<file path="src/rtl/xalu_pkg.sv">
`timescale 1ns/1ps
package xalu_pkg;

    typedef enum logic [3:0] {
        OP_ADD   = 4'd0,
        OP_ADDC  = 4'd1,
        OP_ADDR  = 4'd2,
        OP_SUB   = 4'd3,
        OP_NEG   = 4'd4,
        OP_CMP   = 4'd5,
        OP_MOVE  = 4'd6,
        OP_LSL   = 4'd7,
        OP_LSR   = 4'd8,
        OP_ASR   = 4'd9,
        OP_BOUND = 4'd10,
        OP_ABS   = 4'd11,
        OP_MULS  = 4'd12,
        OP_MULU  = 4'd13
    } op_e;

    typedef enum logic [1:0] {
        SZ_BYTE  = 2'd0,
        SZ_WORD  = 2'd1,
        SZ_DWORD = 2'd2,
        SZ_ALT   = 2'd3
    } size_e;

    // Flag word bit positions (behaviour depends on them).
    localparam int FLG_C = 0;
    localparam int FLG_X = 4;
    localparam int FLG_R = 8;

    typedef struct packed {
        logic c;
        logic x;
        logic r;
    } cflags_t;

    function automatic logic is_mul(input op_e op);
        return (op == OP_MULS) || (op == OP_MULU);
    endfunction

    function automatic logic is_defined(input logic [3:0] code);
        return code <= 4'd13;
    endfunction

endpackage

</file>
<file path="src/rtl/xalu_arith.sv">
`timescale 1ns/1ps
module xalu_arith
    import xalu_pkg::*;
#(
    parameter int DW = 32
) (
    input  op_e           op,
    input  logic [DW-1:0] a,
    input  logic [DW-1:0] b,
    input  cflags_t       fl,
    output logic [DW-1:0] y
);
    logic          chain;
    logic [DW-1:0] cin;

    assign chain = fl.x & fl.c;

    always_comb begin
        cin = '0;
        y   = '0;
        unique case (op)
            OP_ADD: begin
                cin[0] = chain;
                y = a + b + cin;
            end
            OP_ADDC: begin
                cin[0] = fl.c;
                y = a + b + cin;
            end
            OP_ADDR: begin
                cin[0] = fl.r;
                y = a + b + cin;
            end
            OP_SUB, OP_CMP: begin
                cin[0] = chain;
                y = a - b - cin;
            end
            OP_NEG: begin
                cin[0] = chain;
                y = '0 - b - cin;
            end
            default: y = '0;
        endcase
    end
endmodule

</file>
<file path="src/rtl/xalu_shift.sv">
`timescale 1ns/1ps
module xalu_shift
    import xalu_pkg::*;
#(
    parameter int DW = 32
) (
    input  op_e           op,
    input  logic [DW-1:0] a,
    input  logic [DW-1:0] b,
    output logic [DW-1:0] y
);
    localparam int AW = $clog2(DW);

    logic          over;
    logic [AW-1:0] amt;

    assign over = |b[DW-1:AW];
    assign amt  = b[AW-1:0];

    always_comb begin
        unique case (op)
            OP_LSL:  y = over ? '0 : (a << amt);
            OP_LSR:  y = over ? '0 : (a >> amt);
            OP_ASR:  y = over ? {DW{a[DW-1]}} : DW'($signed(a) >>> amt);
            default: y = '0;
        endcase
    end
endmodule

</file>
<file path="src/rtl/xalu_mult.sv">
`timescale 1ns/1ps
module xalu_mult #(
    parameter int DW = 32
) (
    input  logic            sgn,
    input  logic [DW-1:0]   a,
    input  logic [DW-1:0]   b,
    output logic [2*DW-1:0] p
);
    logic [2*DW-1:0] ea;
    logic [2*DW-1:0] eb;

    assign ea = {{DW{sgn & a[DW-1]}}, a};
    assign eb = {{DW{sgn & b[DW-1]}}, b};
    // Truncated double-width product is correct for both signednesses.
    assign p  = ea * eb;
endmodule

</file>
<file path="src/rtl/xalu_core.sv">
`timescale 1ns/1ps
module xalu_core
    import xalu_pkg::*;
#(
    parameter int DW = 32,
    parameter int FW = 16
) (
    input  logic          clk,
    input  logic          rst,
    input  logic          in_valid,
    input  logic [3:0]    in_op,
    input  logic [1:0]    in_size,
    input  logic [FW-1:0] in_flags,
    input  logic [DW-1:0] in_a,
    input  logic [DW-1:0] in_b,
    output logic          busy,
    output logic          out_valid,
    output logic [DW-1:0] out_result,
    output logic          out_wb,
    output logic [DW-1:0] out_hi,
    output logic          out_hi_we
);
    localparam int PW = 2 * DW;

    op_e           op;
    size_e         sz;
    cflags_t       fl;
    logic          accept;
    logic          unused_flags;

    logic [DW-1:0] arith_y;
    logic [DW-1:0] shift_y;
    logic [DW-1:0] sel_y;
    logic          sel_wb;

    logic          mul_pend;
    logic          m_sgn;
    size_e         m_size;
    logic [DW-1:0] m_a;
    logic [DW-1:0] m_b;
    logic [PW-1:0] prod;

    assign op           = op_e'(in_op);
    assign sz           = size_e'(in_size);
    assign fl           = '{c: in_flags[FLG_C], x: in_flags[FLG_X], r: in_flags[FLG_R]};
    assign unused_flags = ^in_flags;
    assign accept       = in_valid & ~mul_pend;
    assign busy         = mul_pend;

    function automatic logic [DW-1:0] fit(input size_e s, input logic [DW-1:0] v);
        logic [DW-1:0] m;
        unique case (s)
            SZ_BYTE: m = {{(DW-8){1'b0}}, 8'hFF};
            SZ_WORD: m = {{(DW-16){1'b0}}, 16'hFFFF};
            default: m = '1;
        endcase
        return v & m;
    endfunction

    xalu_arith #(.DW(DW)) u_arith (
        .op (op),
        .a  (in_a),
        .b  (in_b),
        .fl (fl),
        .y  (arith_y)
    );

    xalu_shift #(.DW(DW)) u_shift (
        .op (op),
        .a  (in_a),
        .b  (in_b),
        .y  (shift_y)
    );

    xalu_mult #(.DW(DW)) u_mult (
        .sgn (m_sgn),
        .a   (m_a),
        .b   (m_b),
        .p   (prod)
    );

    // Single-cycle result selection.
    always_comb begin
        sel_wb = is_defined(in_op) && (op != OP_CMP);
        unique case (op)
            OP_ADD, OP_ADDC, OP_ADDR,
            OP_SUB, OP_NEG, OP_CMP:  sel_y = arith_y;
            OP_MOVE:                 sel_y = in_b;
            OP_LSL, OP_LSR, OP_ASR:  sel_y = shift_y;
            OP_BOUND:                sel_y = (in_a > in_b) ? in_b : in_a;
            OP_ABS:                  sel_y = in_b[DW-1] ? (~in_b + 1'b1) : in_b;
            default:                 sel_y = '0;
        endcase
    end

    // Multiply operand stage.
    always_ff @(posedge clk) begin
        if (rst) begin
            mul_pend <= 1'b0;
            m_sgn    <= 1'b0;
            m_size   <= SZ_DWORD;
            m_a      <= '0;
            m_b      <= '0;
        end else if (mul_pend) begin
            mul_pend <= 1'b0;
        end else if (accept && is_mul(op)) begin
            mul_pend <= 1'b1;
            m_sgn    <= (op == OP_MULS);
            m_size   <= sz;
            m_a      <= in_a;
            m_b      <= in_b;
        end
    end

    // Output register.
    always_ff @(posedge clk) begin
        if (rst) begin
            out_valid  <= 1'b0;
            out_result <= '0;
            out_wb     <= 1'b0;
            out_hi     <= '0;
            out_hi_we  <= 1'b0;
        end else begin
            out_valid <= 1'b0;
            out_wb    <= 1'b0;
            out_hi    <= '0;
            out_hi_we <= 1'b0;
            if (mul_pend) begin
                out_valid  <= 1'b1;
                out_wb     <= 1'b1;
                out_result <= fit(m_size, prod[DW-1:0]);
                out_hi     <= prod[PW-1:DW];
                out_hi_we  <= 1'b1;
            end else if (accept && !is_mul(op)) begin
                out_valid  <= 1'b1;
                out_wb     <= sel_wb;
                out_result <= fit(sz, sel_y);
            end
        end
    end
endmodule

</file>
<file path="config.mk">
export PLATFORM = sky130hd
export DESIGN_NAME = xalu_core
export DESIGN_NICKNAME = d
export VERILOG_FILES = /design/src/rtl/xalu_pkg.sv /design/src/rtl/xalu_arith.sv /design/src/rtl/xalu_shift.sv /design/src/rtl/xalu_mult.sv /design/src/rtl/xalu_core.sv
export SDC_FILE = /design/constraint.sdc
export NUM_CORES = 2
export LEC_CHECK = 0
export BUFFER_PORTS_ARGS = -buffer_cell sky130_fd_sc_hd__buf_2
export CAP_MARGIN = 25
export CORE_MARGIN = 4
export CORE_UTILIZATION = 35
export CTS_BUF_LIST = sky130_fd_sc_hd__clkbuf_4
export DETAILED_ROUTE_END_ITERATION = 8
export SLEW_MARGIN = 25
export SYNTH_ARGS = -nofsm -noshare
export SYNTH_HDL_FRONTEND = slang
export SYNTH_SLANG_ARGS = --single-unit
</file>
<file path="constraint.sdc">
create_clock -name clk -period 7.5 [get_ports clk]
set_clock_uncertainty 0.05 [all_clocks]
set_input_delay 0.75 -clock clk [delete_from_list [all_inputs] [get_ports clk]]
set_output_delay 0.75 -clock clk [all_outputs]
set_load 0.02 [all_outputs]
</file>
# Word level (Yosys, flattened, before mapping)
# Index checks and enable logic that the tools add are counted.
# Widths: inputs -> output; s select.
[totals]
register_bits = 135
out_inout_bits = 68
word_cells = 88
[op_classes]
add_sub_neg = 9
n_mul = 1
magnitude_cmp = 2
n_eq_ne = 16
shift = 3
n_mux = 23
bitwise_logic = 8
reduce_logical = 16
[ops]
columns = ["cell", "n"]
rows = [
  ["$mux 32", 12],
  ["$pmux 32 s5", 2],
  ["$pmux 32 s2", 2],
  ["$add 32x1->32", 3],
  ["$pmux 32 s3", 1],
  ["$and 32x32->32", 2],
  ["$mul 33x33->64", 1],
  ["$sub 32x1->32", 2],
  ["$add 32x1->32 const B", 1],
  ["$add 32x32->32", 1],
  ["$gt 32x32->1", 1],
  ["$not 32->32", 1],
  ["$shl 32x5->32", 1],
  ["$shr 32x5->32", 1],
  ["$sshr 32x5->32", 1],
  ["$sub 1x32->32 const A", 1],
  ["$sub 32x32->32", 1],
  ["$reduce_or 27->1", 1],
  ["$eq 4x4->1 const B", 6],
  ["$eq 4x3->1 const B", 4],
  ["$eq 4x2->1 const B", 2],
  ["$mux 1", 6],
  ["$reduce_or 2->1", 3],
  ["$reduce_or 6->1", 1],
  ["other kinds (14)", 21],
]

# Longest topological paths before layout
[logic_depth]
word_depth = 10
ltp_mapped = 31
mapped_depth_nobuf = 29

# Hierarchy
# Synthesis repeated with hierarchy kept, for this count alone.
[hier_totals]
cells_unflattened = 6713
hier_area_um2 = 56907.1
[by_module_without_submodules]
columns = ["mod", "instances", "cells_per_inst", "area_per_inst_um2"]
rows = [
  ["xalu_mult", 1, 4124, 37702.4],
  ["xalu_core", 1, 974, 7636.1],
  ["xalu_arith", 1, 1011, 7074.3],
  ["xalu_shift", 1, 604, 4494.3],
]

# Least setup slack after synthesis
# Ideal clock, no wire load.
[synth_path]
path_type = "reg2reg"
start = "register m_a[31]"
end = "register out_hi[29]"
setup_ns = 0.128
arrival_ns = 7.517
setup_slack_ns = -0.195
stages_incl_launch_ff = 29
path_buffers = 2
cell_sequence = "dfxtp_1 -> clkbuf_1 -> and2_1 -> clkbuf_1 -> nand2_1 -> inv_1 -> fa_1 -> fa_1 -> fa_1 -> inv_1 -> fa_1 -> inv_1 -> fa_1 -> fa_1 -> fa_1 -> inv_1 -> fa_1 -> inv_1 -> ha_1 -> nand4_1 -> nor3_1 -> nand4b_1 -> a21oi_1 -> a211oi_1 -> o31ai_1 -> a21oi_1 -> o41ai_1 -> xnor2_1 -> nor2_1"
[synth_between]
elab_chain_len = 2
[synth_lines]
columns = ["item", "line_no", "source"]
rows = [
  ["start: declaration", "xalu_core.sv:39", "logic [DW-1:0] m_a;"],
  ["start signal: assignment", "xalu_core.sv:110", "m_a <= in_a;"],
  ["$and 1x1->1", "xalu_mult.sv:13", "assign ea = {{DW{sgn & a[DW-1]}}, a};"],
  ["$mul 33x33->64 (*)", "xalu_mult.sv:16", "assign p = ea * eb;"],
  ["end signal: assignment", "xalu_core.sv:132", "out_hi <= prod[PW-1:DW];"],
  ["end: declaration", "xalu_core.sv:20", "output logic [DW-1:0] out_hi,"],
]
# Every way passes the cells marked *; elsewhere a longest branch is shown, timed or not.
# A chain may end at the register's enable or synchronous reset.

# Worst setup path after layout
[layout_path]
start = "register m_b[3]"
end = "register out_hi[27]"
[layout_between]
elab_chain_len = 1
[layout_lines]
columns = ["item", "line_no", "source"]
rows = [
  ["start: declaration", "xalu_core.sv:40", "logic [DW-1:0] m_b;"],
  ["start signal: assignment", "xalu_core.sv:111", "m_b <= in_b;"],
  ["$mul 33x33->64", "xalu_mult.sv:16", ""],
]
# No other way between the ends.

==> out/summary.md <==
By area the synthesized netlist is led by sky130_fd_sc_hd__fa_1 41%, sky130_fd_sc_hd__ha_1 9.0%, sky130_fd_sc_hd__inv_1 8.5%, sky130_fd_sc_hd__nand2_1 6.7%, sky130_fd_sc_hd__dfxtp_1 4.9%. The simple logic cell fraction of the synthesized area was 17.5%; the final standard cell area without fillers was 66100 sq um. On the worst path, the slowest cell contributes a delay of 0.56 ns. The synthesized netlist devotes 10.7% of its cell area to compound gates. Dividing total power by cell area gives a power density of 46.6 nW/um^2. After synthesis the netlist holds a flip-flop and latch count of 135.

The net count of the finished layout is 8659. Sort of element at the end of the critical path: a flop. Of the total power, registers draw 24.7%. The detail route stage leaves a number of antenna-violating nets equal to 0. On the critical path, the stage with the largest delay is an instance of sky130_fd_sc_hd__fa_1. Of the total synthesized cell area, the portion taken by XOR and XNOR cells is 2.59%. The total detailed-routing wirelength came out at 207000 um. In this run the static leakage power is 30.6 nW. For the number of DRC markers in iteration 0, the log shows 4259.

Counting the buffers created by CTS gives 17. Detailed placement finished with a half-perimeter wire length of 170000 um. At the end of routability-driven placement, the weighted congestion stood at 1.03. The first global-routing pass estimated 314000 um of wire. For the row count, the log shows 145. The global router's overall resource usage is 25.0%, and the maximum number of pins on one net before global-route repair is 81. The run gives 57.3% as the combinational fraction of design power. sky130_fd_sc_hd__fa_1 takes more of the synthesized area than any other cell. For the pin with the worst max-slew slack, the measured transition is 1.30 ns.

The distinct cell type count after synthesis came out at 94. In this run the vertical extent of the chip is 406 um. The path class of the tightest hold or removal check is input port to flop. The critical path class is flop to flop. After clock tree synthesis, the clock-pin slew on the worst setup and hold paths is 0.16 ns. The worst path uses 103% of the clock period.

The H-tree generated during clock tree synthesis spans 4 levels. Commonest register cell after synthesis: sky130_fd_sc_hd__dfxtp_1. Summed over all nets, the switching power comes to 1.55 mW. The logs give 62300 sq um for the cell area reported after detailed placement and 2830 sq um for the sequential standard cell area. The fraction of the yosys area taken by sequential cells came out at 4.87%. In this run switching power makes up 50.3% of total power. Relative to the synthesized area, the layout overhead comes to 19.0%. The cell that appears most often on the critical path is sky130_fd_sc_hd__fa_1. The Yosys step of the flow raised 0 warnings. Pin placement for this block handled 157 I/O pins. Number of pins with negative max-slew slack in the final report: 0. The tools report the startpoint kind of the worst setup timing path as a flop. The portion of synthesized area spent on multiplexers is 3.55%.

The wire length per cell was 22.7 um; the fill cell instance count of the final layout was 15500. The tool flagged a number of max-cap violations equal to 0. For the upper clock frequency limit, the log shows 129 MHz. TritonCTS built the clock tree.

The tools report the post-synth net total as 8208. Data on the critical path arrives at its endpoint at 8.34 ns. The initial antenna violation count was 8; the horizontal extent of the die was 406 um.

The checks that failed: negative setup slack. The highest net fanout along the worst path came out at 8. For the clock network fraction of design power, the log shows 17.9%. For the multi-input gate area in the final layout, the log shows 48600 sq um. The area of the die was 165000 sq um. For the worst setup path, the data required time is 8.11 ns. CTS placed an instance of sky130_fd_sc_hd__clkbuf_4 at the clock tree root. Global routing finished with a remaining overflow of 0. The number of instances in the synthesized netlist was 6592; the clock latency on the worst-skew pair was 0.79 ns. Setup repair after global routing could not meet its margin everywhere. The async set-reset flop share out of synthesis is 0%. The final worst-path setup slack was -0.227 ns.

For this design, the sink count on the clock tree is 135. The post-synthesis share of cell area spent on full adders, half adders and majority gates was 49.7%. No sink is reached through more buffers than the 2 on the longest clock path. The count of buffers from port buffering is 143.

The total setup violations reported at the end of the flow was 21; the number of enable flip-flop cells after synthesis was 0. For this configuration, the core starts out at a cell density of 35.4%. The tools report the total negative setup slack as -2.11 ns. In the synthesized netlist, the cells that appear most often are 1260 x sky130_fd_sc_hd__inv_1, 1128 x sky130_fd_sc_hd__fa_1, 997 x sky130_fd_sc_hd__nand2_1, 399 x sky130_fd_sc_hd__ha_1, 373 x sky130_fd_sc_hd__and2_1. The number of failing hold endpoints at the final stage came out at 0.

The flow ran to the end, but the final reports show violations. Clock period minus worst slack: 7.73 ns. The internal power of the cells totals 1.53 mW. The detailed-route via count was 49000. The run gives 12.6% as the relative slew slack. The run gives 9 as the iteration count of the initial detailed-routing pass. The tools report the cell area after technology mapping as 55500 sq um.

IR analysis of the VDD net gives a maximum drop of 0.000107 V. After detailed routing, the number of vias per cell comes to 5.37. The mean area per synthesized cell is 8.42 sq um, and the DRC violation count after routing is 0. After synthesis, the largest area contributor takes up 40.7% of total cell area. Via count of the first global-routing pass: 51000. In this run the standard cell core region covers 157000 sq um. The combinational family with the most area after synthesis was adder cells.

Among all cell types in the netlist, the one instantiated most often is sky130_fd_sc_hd__inv_1. The post-route netlist has 19.2% of its cells at a drive strength greater than 1.
state kept, by name (all words and copies together) (netlist names):
register and count:
busy 1, m_a 32, m_b 32, m_sgn 1
m_size 2, out_hi 32, out_hi_we 1, out_result 32
out_valid 1, out_wb 1
critical path, delay by kind of cell, from the launching register on:
| family | cells | cell delay (ns) |
|---|---|---|
| flops | 1 | 0.40 |
| xor+xnor | 1 | 0.15 |
| buf+inv | 10 | 0.98 |
| simple gates | 3 | 0.26 |
| fa+ha+maj | 9 | 4.35 |
| compound gates | 8 | 1.41 |
stage by stage:
stage                     hold WS [ns]  cells  power (mW)  setup slack [ns]  util, %
after floorplan                  0.386   6592        1.79            0.0249        -
after global placement           0.397   8970        2.42            -0.855     39.7
after detailed placement         0.404   8970        2.43            -0.942     39.7
after CTS                        0.127   9046        3.02            -0.136     40.9
after global routing             0.168   9115        3.24            -0.438     42.1
final                            0.240   9121        3.08            -0.227     42.1
final timing paths:
path / start / to / slack [ns] / cells past startpoint
setup / recovery: m_b[3] / out_hi[27] / -0.23 / 31
hold / removal: in_size[0] / m_size[0] / 0.24 / 3
setup reg to reg: m_b[3] / out_hi[27] / -0.23 / 31
hold reg to reg: m_size[0] / m_size[0] / 0.42 / 2
metal layers:
layer,vias to the layer above,part of all wire [%],track usage [%]
li1,21500,-,-
met1,25000,42,33.8
met2,2064,46,40.7
met3,410,7.8,3.75
met4,2,4.2,9.08
met5,-,0.0063,0
cell usage in the layout (no fill, tap or decap), drive strengths merged, types with 22 or more instances in the layout:
cell	Yosys	layout
nor2	332	332
a21o	52	52
ha	399	399
o211ai	32	32
xor2	46	46
o21ai	200	200
o21a	24	24
fa	1128	1128
a221oi	34	34
and2	374	374
a31oi	32	32
buf	26	800
nor4	22	22
and3	40	40
nor2b	22	22
clkbuf	348	24
nor3	79	79
mux4	60	60
o21bai	22	22
inv	1262	1267
a21oi	285	285
nand3	52	52
xnor2	118	118
a211oi	53	53
nand4	37	37
mux2i	47	47
dfxtp	135	135
nand2b	38	38
nand2	997	997
power by group through the flow:
| stage | clock (mW) | sequential (mW) | combinational [mW] |
|---|---|---|---|
| after floorplan | 0 | 0.784 | 1.01 |
| after global placement | 0 | 0.786 | 1.64 |
| after detailed placement | 0 | 0.786 | 1.64 |
| after CTS | 0.578 | 0.763 | 1.68 |
| after global routing | 0.603 | 0.764 | 1.87 |
| final | 0.552 | 0.761 | 1.76 |
repair_timing:
| action | 4_1_cts | 5_1_grt |
|---|---|---|
| gates cloned | 1 | 4 |
| endpoints found under the setup margin | 46 | 44 |
| setup buffers | 48 | 76 |
| hold buffers | 0 | 0 |
| pin swaps | 117 | 207 |
| gates resized for setup | 308 | 340 |
area by class of cell:
class / instances / share of cell area (%)
clock buffers: 18 / 0.205
repair buffers: 806 / 10.7
multi-input cells: 4819 / 73.5
well taps: 2058 / 3.90
flip-flops and latches: 135 / 4.28
diodes: 7 / 0.0265
inverters: 1264 / 7.19
clock inverters: 14 / 0.184
logic make-up (layout without fill, tap and decap cells):
family                     Yosys count  after routing
and+or+nand+nor                   2087           2087
buffers and inverters             1638           2102
adders and majority gates         1527           1527
AOI/OAI and AO/OA                  921            921
xor gates and xnor gates           164            164
DFF                                135            135
muxes                              120            120
other                                0              7
(Power assumes the default switching activity.)
